--- config.mk ---
export PLATFORM = sky130hd
export DESIGN_NAME = flit_link
export DESIGN_NICKNAME = d
export VERILOG_FILES = /design/src/rtl/flit_link.sv
export SDC_FILE = /design/constraint.sdc
export NUM_CORES = 1
export LEC_CHECK = 0
export ABC_CLOCK_PERIOD_IN_PS = 2930
export BUFFER_PORTS_ARGS = -buffer_cell sky130_fd_sc_hd__buf_2
export CAP_MARGIN = 30
export CORE_UTILIZATION = 54
export CTS_CLUSTER_DIAMETER = 120
export CTS_CLUSTER_SIZE = 12
export DETAILED_ROUTE_END_ITERATION = 8
export PLACE_DENSITY = 0.81
export SLEW_MARGIN = 30
export SYNTH_ARGS = -nofsm -noshare
export SYNTH_HDL_FRONTEND = slang
export SYNTH_SLANG_ARGS = --single-unit
--- constraint.sdc ---
create_clock -name clk -period 2.93 [get_ports clk]
set_input_delay 0.293 -clock clk [delete_from_list [all_inputs] [get_ports clk]]
set_output_delay 0.293 -clock clk [all_outputs]
set_load 0.01 [all_outputs]
--- src/rtl/flit_link.sv ---
module flit_link #(
  parameter int DW    = 16,
  parameter int DEPTH = 4
) (
  input  logic          clk,
  input  logic          rst_n,
  input  logic          in_valid,
  input  logic [DW-1:0] in_data,
  input  logic          in_last,
  output logic          in_ready,
  output logic [DW-1:0] link_data,
  output logic [3:0]    link_ctl,
  input  logic [3:0]    credit_in,
  input  logic [DW-1:0] rx_data,
  input  logic [3:0]    rx_ctl,
  output logic [3:0]    credit_ret,
  output logic          out_valid,
  output logic [DW-1:0] out_data,
  output logic          out_first,
  output logic          out_last,
  input  logic          out_ready,
  output logic          proto_err
);
  localparam int AW = (DEPTH > 1) ? $clog2(DEPTH) : 1;
  localparam int NW = $clog2(DEPTH + 1);
  localparam int CW = $clog2(DEPTH + 16) + 1;
  localparam logic [1:0] K_IDLE = 2'b00, K_TAG = 2'b01, K_BODY = 2'b10, K_END = 2'b11;

  // transmit side
  logic [CW-1:0] credits;
  logic          tx_mid;
  logic          tx_fire;
  logic [1:0]    tx_kind;

  assign in_ready = (credits != '0);
  assign tx_fire  = in_valid & in_ready;
  assign tx_kind  = !tx_mid ? K_TAG : (in_last ? K_END : K_BODY);

  always_ff @(posedge clk) begin
    if (!rst_n) begin
      credits   <= CW'(DEPTH);
      tx_mid    <= 1'b0;
      link_data <= '0;
      link_ctl  <= '0;
    end else begin
      credits   <= credits - CW'(tx_fire) + CW'(credit_in);
      link_ctl  <= {2'b00, tx_fire ? tx_kind : K_IDLE};
      link_data <= tx_fire ? in_data : '0;
      if (tx_fire) tx_mid <= !tx_mid ? 1'b1 : !in_last;
    end
  end


  idle_when_no_credit_chk: assert property (@(posedge clk) disable iff (!rst_n)
    credits == '0 |=> link_ctl[1:0] == K_IDLE);

  // receive side
  logic [1:0] rx_kind;
  logic       rx_open, rx_skip;
  logic       is_tag, is_data, bad, accept, drop;

  assign rx_kind = rx_ctl[1:0];
  assign is_tag  = (rx_kind == K_TAG);
  assign is_data = (rx_kind == K_BODY) | (rx_kind == K_END);
  assign bad     = (is_tag & rx_open) | (is_data & !rx_open & !rx_skip);
  assign accept  = (is_tag & !rx_open) | (is_data & rx_open);
  assign drop    = (is_tag | is_data) & !accept;

  always_ff @(posedge clk) begin
    if (!rst_n) begin
      rx_open   <= 1'b0;
      rx_skip   <= 1'b0;
      proto_err <= 1'b0;
    end else begin
      proto_err <= bad;
      if (bad) begin
        rx_open <= 1'b0;
        rx_skip <= 1'b1;
      end else if (accept && is_tag) begin
        rx_open <= 1'b1;
        rx_skip <= 1'b0;
      end else if (accept && rx_kind == K_END) begin
        rx_open <= 1'b0;
      end
    end
  end


  single_err_pulse_chk: assert property (@(posedge clk) disable iff (!rst_n)
    proto_err |=> !proto_err);

  // receive buffer
  logic [DW+1:0] mem [DEPTH];
  logic [AW-1:0] wptr, rptr;
  logic [NW-1:0] cnt;
  logic          wr, rd;

  assign wr        = accept;
  assign out_valid = (cnt != '0);
  assign rd        = out_valid & out_ready;
  assign {out_first, out_last, out_data} = mem[rptr];

  always_ff @(posedge clk)
    if (wr) mem[wptr] <= {is_tag, rx_kind == K_END, rx_data};

  always_ff @(posedge clk) begin
    if (!rst_n) begin
      wptr       <= '0;
      rptr       <= '0;
      cnt        <= '0;
      credit_ret <= '0;
    end else begin
      if (wr) wptr <= (wptr == AW'(DEPTH - 1)) ? '0 : wptr + 1'b1;
      if (rd) rptr <= (rptr == AW'(DEPTH - 1)) ? '0 : rptr + 1'b1;
      cnt        <= cnt + NW'(wr) - NW'(rd);
      credit_ret <= {3'b000, rd} + {3'b000, drop};
    end
  end


  no_overflow_chk: assert property (@(posedge clk) disable iff (!rst_n)
    wr |-> cnt != NW'(DEPTH));


  out_hold_chk: assert property (@(posedge clk) disable iff (!rst_n)
    out_valid && !out_ready |=> out_valid && $stable(out_data) && $stable(out_last));


  credit_ret_bound_chk: assert property (@(posedge clk) disable iff (!rst_n)
    credit_ret <= 4'd2);
endmodule

==> flow_summary.ini, run 1 <==
[grt]
grt_pass1_vias = 2466
grt-ovfl-total = 0
track_usage = 0.193
grt_max_degree = 41
antenna_found_initial = 0
grt_pass1_wl_mm = 12.1

[floorplanning]
die_h_um = 92.3
initial_core_util = 0.564
rows = 32
dieWidth_um = 92.3
die-area_mm2 = 0.00852
io_pins = 90
core_mm2 = 0.00781

[timing]
finClkSkew_ns = 0.0131
timing.fmax_mhz = 423
rsz0062_at_grt = false
fin_tns_setup_ns = 0
slew_headroom = 0.460
slew_viol_final = 0
final-hold-violation-count = 0
setup_viol = 0
period_needed_ns = 2.37
worst_pin_slew_ns = 0.809
post-route-period-util = 0.808

[cts]
post_cts_buffers = 0
clk_latency_ns = 0.36
clock_path_buffers = 2
cts_resized = 0
cts-root-buf = clkbuf_8
cts_num_sinks = 111
clkTransAtPathRegs_ns = 0.11
cts-buffers-inserted = 9
h-tree-depth = 3
cts_tree = done
cts_hold_buf = 0

[power_and_ir_drop]
power_density_mw_per_mm2 = 725
ir_drop_uv = 443
p_leak_nw = 2.17

[critical_path]
worst-setup-path-type = reg -> reg
crit-reg2reg-launch = credits[2]$_SDFF_PN1_
crit_required_ns = 3.19
cp-start-kind = flip-flop
crit_start = credits[2]$_SDFF_PN1_
worstSetupEndpointType = flip-flop
path_max_fanout = 3
critPathArrivalTime_ns = 2.62

[final_layout]
fin_nets = 425
drive_gt1_frac = 0.304
diodes = 0
area_delta_synth_final_pct = 16.3
fillers = 579
post-route-util = 0.656

[drt]
first_pass_iters = 4
vias_per_cell = 5.26
postRouteAntennaNets = 0
via_count = 2456
drt_wl_total_mm = 7.70
drt_iter0_markers = 63
routedWlPerCell_um = 16.5
drc = 0

[yosys]
syn_avg_cell_area_um2 = 16.3
synthCells = 271
synth_most_common_cell = edfxtp_1
synth_ff_type = edfxtp_1
synth_top_area_frac = 0.491
synth-seq-cells = 111
yosysSeqAreaShare = 0.668
synth_common_cells = 72 x edfxtp_1, 39 x dfxtp_1, 27 x inv_1
ys_warn_count = 0
synth_edf_count = 72
synth_area_mm2 = 0.00441
synthArstFlopShare = 0
synthDistinctLibCells = 45
synth_area_leaders = edfxtp_1 49%, dfxtp_1 18%, mux4_1 9.5%
yosysTopAreaCell = edfxtp_1

[worst_hold_path]
worstHoldPathType = in -> reg
hold_path_startpoint = rx_data[2]

[flow_run]
max-cap-violations = 0

[place]
gp_congestion = 0.716
numPortBuffers = 83
dp.final_hpwl_mm = 5.49

[status]
status = complete, no violations
cell families (layout without fill, tap and decap cells):
group,count (synthesis),after routing,share of synthesized area
flip-flops,111,111,0.668
AND/OR/NAND/NOR,58,58,0.0832
XOR/XNOR,3,3,0.00597
other,1,4,0.000851
adder cells (fa/ha/maj),20,20,0.0602
buffers and inverters,41,132,0.0426
AO/OA/AOI/OAI,17,17,0.0287
multiplexers,20,20,0.110
layer usage:
metal,vias to the layer above,global-route usage,part of all wire
li1,1175,-,-
met1,1206,0.237,0.41
met2,71,0.335,0.53
met3,4,0.0509,0.051
met4,0,0.0586,0.0053
met5,-,0,0
critical path, cell delays in order, from the launching register on:
cell and delay [ns]:
dfxtp_1 0.33, nor4_2 0.30, a21boi_1 0.13, ha_1 0.28, inv_1 0.05, ha_1 0.19
inv_1 0.07, fa_1 0.40, nor2b_1 0.13, o21a_1 0.14, o21ai_0 0.07, and3b_1 0.18
where the power goes:
| part | internal [mW] | leakage, nW | switching, mW |
|---|---|---|---|
| combinational | 0.463 | 1.10 | 0.478 |
| sequential | 1.79 | 0.977 | 0.0640 |
| clock | 0.411 | 0.0969 | 0.512 |
per-stage QoR:
stage                     area [um^2]  hold slack, ns  std cells  power, mW  setup slack [ns]
after floorplan                  4420           0.392        274       2.56             0.585
after global placement           4920           0.449        451       2.79             0.644
after detailed placement         4920           0.466        451       2.84             0.582
after CTS                        5120           0.125        467       3.75             0.550
after global routing             5120           0.117        467       3.93             0.353
final                            5120           0.135        467       3.72             0.563
area by class of cell:
class	instances	area, um^2	share of cell area
flip-flops and latches	111	2940	0.574
multi-input cells	122	1290	0.251
repair buffers	89	460	0.0899
clock buffers	10	128	0.0249
well taps	102	128	0.0249
inverters	27	101	0.0198
clock inverters	6	76.3	0.0149
flip-flops by register name, summed over array words and instances (netlist names), named ones only:
signal	count
credits	6
link_data	16
tx_mid	1
cnt	3
wptr	2
rx_skip	1
link_ctl	2
credit_ret	2
proto_err	1
mem	72
rptr	2
rx_open	1
path summary, 6_finish.rpt:
check	end	slack (ns)	depth (start not counted)
setup / recovery	credits[4]$_SDFF_PN0_	0.56	11
hold / removal	mem[2][2]$_DFFE_PP_	0.13	1
setup reg to reg	credits[4]$_SDFF_PN0_	0.56	11
hold reg to reg	link_ctl[0]$_SDFF_PN0_	0.49	1
layout by cell type, fill, tap and decap left out, drive strengths merged, types with 2 or more instances in the layout:
cell type / n
ha: 18
and3: 18
inv: 30
nor4: 2
mux4: 18
and2b: 4
and3b: 2
or3: 3
o21ai: 2
o21a: 3
nor3b: 2
clkinvlp: 2
nand3: 3
a21boi: 4
a21oi: 2
dfxtp: 39
nand2: 7
buf: 89
clkbuf: 10
conb: 4
and2: 7
a211oi: 2
edfxtp: 72
nor2b: 6
xor2: 2
fa: 2
(Power assumes the default switching activity.)
==> inputs of run 2 (changes only) <==
ABC_CLOCK_PERIOD_IN_PS = 2000   (was 2930)
CORE_UTILIZATION = 49   (was 54)
PLACE_DENSITY = 0.77   (was 0.81)
clock period = 2 ns   (was 2.93 ns; I/O delays follow)
==> run 2 against run 1 <==
Compared with the run above:
- the run now ends with negative setup slack left
- combinational power increased by 86%
- clock power grew 46%
- global-route usage decreased by 2.9 points
- largest cell class unchanged
==> flow_summary.ini, run 2 (synthesized netlist as in run 1, its figures left out) <==
[floorplanning]
die_h_um = 96.8
dieWidth_um = 96.8
die-area_mm2 = 0.00937
io_pins = 90
initial_core_util = 0.505
rows = 34
core_mm2 = 0.00872

[status]
status = finished, violations left
violations = negative setup slack

[critical_path]
cp-start-kind = flip-flop
rr_worst_depth = 11
crit_required_ns = 2.27
rrSetupSlack_ns = -0.17
critPathArrivalTime_ns = 2.43
worstSetupEndpointType = flip-flop
worst-setup-path-type = reg -> reg
path_max_fanout = 2

[cts]
clkTransAtPathRegs_ns = 0.11
cts_tree = done
h-tree-depth = 3
cts-buffers-inserted = 9
cts-root-buf = clkbuf_8
cts_num_sinks = 111
clk_latency_ns = 0.37
clock_path_buffers = 2

[drt]
routedWlPerCell_um = 15.1
drc = 0
drt_iter0_markers = 86
drt_wl_total_mm = 7.33
vias_per_cell = 5.01
first_pass_iters = 4
via_count = 2437
postRouteAntennaNets = 0

[final_layout]
final_area_mm2 = 0.00536
fin_cells = 486
diodes = 0
regMostFlops = mem
fillers = 662
final_common_cell = buf_2
largest_registers = mem (72), link_data (16), credits (6)
area_delta_synth_final_pct = 21.6
fin_nets = 438
mostFrequentLayoutCells = 83 x buf_2, 72 x edfxtp_1, 35 x dfxtp_1
largest_reg_flops = 72
drive_gt1_frac = 0.386

[place]
dp_cells = 466
numPortBuffers = 83
dp.final_hpwl_mm = 4.96
gp_congestion = 0.823
place_area_mm2 = 0.00506

[grt]
grt_pass1_wl_mm = 11.8
grt-ovfl-total = 0
grt_pass1_vias = 2463
antenna_found_initial = 0
grt_max_degree = 41
track_usage = 0.164

[timing]
slew_headroom = 0.647
period_needed_ns = 2.17
rsz0062_at_grt = true
timing.fmax_mhz = 461
final-hold-violation-count = 0
layout_setup_ws_ns = -0.169
slew_viol_final = 0
setup_viol = 4
finClkSkew_ns = 0.00789
post-route-period-util = 1.08
worst_pin_slew_ns = 0.530

[power_and_ir_drop]
p_comb_frac = 0.300
switchingPower_mw = 1.68
power.share.clock = 0.232
power_frac_seq = 0.467
ir_drop_uv = 691
power_density_mw_per_mm2 = 1090
p_int_mw = 4.14
swShare = 0.288
p_leak_nw = 2.25

[worst_hold_path]
hold_depth = 1
worstHoldPathType = in -> reg

[flow_run]
max-cap-violations = 0
==> run 2: changes by cell type in the layout (fill, tap and decap cells not counted), sizes merged <==
| cell | delta |
|---|---|
| buf | +13 |
| clkinv | +1 |
| clkinvlp | -1 |
==> run 2: critical path, stage by stage, from the launching register on <==
cell and delay, ns:
dfxtp_4 0.37, nor4_4 0.31, a21boi_2 0.12, ha_4 0.23
inv_4 0.05, ha_4 0.13, inv_2 0.04, fa_2 0.34
nor2b_1 0.12, o21a_1 0.13, o21ai_1 0.06, and3b_1 0.17
==> run 2: metal layers <==
layer / vias to the layer above / global-route usage / part of all wire
met3: 10 / 0.0477 / 0.048
met5: - / 0 / 0
met1: 1167 / 0.198 / 0.44
met4: 0 / 0.0654 / 0.015
met2: 64 / 0.277 / 0.50
li1: 1196 / - / -
==> run 2: path summary, 6_finish.rpt <==
kind / startpoint / to
max: credits[2]$_SDFF_PN1_ / credits[4]$_SDFF_PN0_
min: rx_data[5] / mem[3][5]$_DFFE_PP_
max reg2reg: credits[2]$_SDFF_PN1_ / credits[4]$_SDFF_PN0_
min reg2reg: tx_mid$_SDFFE_PN0P_ / link_ctl[0]$_SDFF_PN0_
==> run 2: final cells by class <==
cell class	instances	area (um^2)	share of cell area
multi-input cells	122	1380	0.258
clock inverters	6	75.1	0.0140
clock buffers	10	128	0.0238
repair buffers	102	578	0.108
flip-flops and latches	111	2950	0.551
well taps	108	135	0.0252
inverters	27	106	0.0199
==> run 2: power by group through the flow <==
stage	Clock [mW]	Sequential, mW	Combinational [mW]
after CTS	1.40	2.72	1.71
after global routing	1.49	2.74	1.94
after detailed placement	0	2.76	1.60
final	1.35	2.72	1.75
after global placement	0	2.75	1.53
after floorplan	0	2.76	1.07
==> run 2: what timing repair did <==
| item | 4_1_cts | 5_1_grt |
|---|---|---|
| hold buffers | 0 | 0 |
| pin swaps | 12 | 3 |
| setup buffers | 3 | 2 |
| resized for setup | 12 | 5 |
| setup endpoints to repair | 6 | 7 |
==> run 2: metrics by stage <==
stage / hold slack [ns] / worst slack, ns / power, mW / util / setup TNS (ns)
3_5_place_dp: 0.421 / -0.163 / 4.36 / 0.580 / -0.388
2_1_floorplan: 0.299 / -0.191 / 3.83 / - / -0.191
5_1_grt: 0.0135 / -0.290 / 6.16 / 0.614 / -0.951
4_1_cts: 0.0133 / -0.166 / 5.83 / 0.612 / -0.562
6_report: 0.0401 / -0.169 / 5.82 / 0.614 / -0.547
3_3_place_gp: 0.414 / -0.115 / 4.29 / 0.580 / -0.159
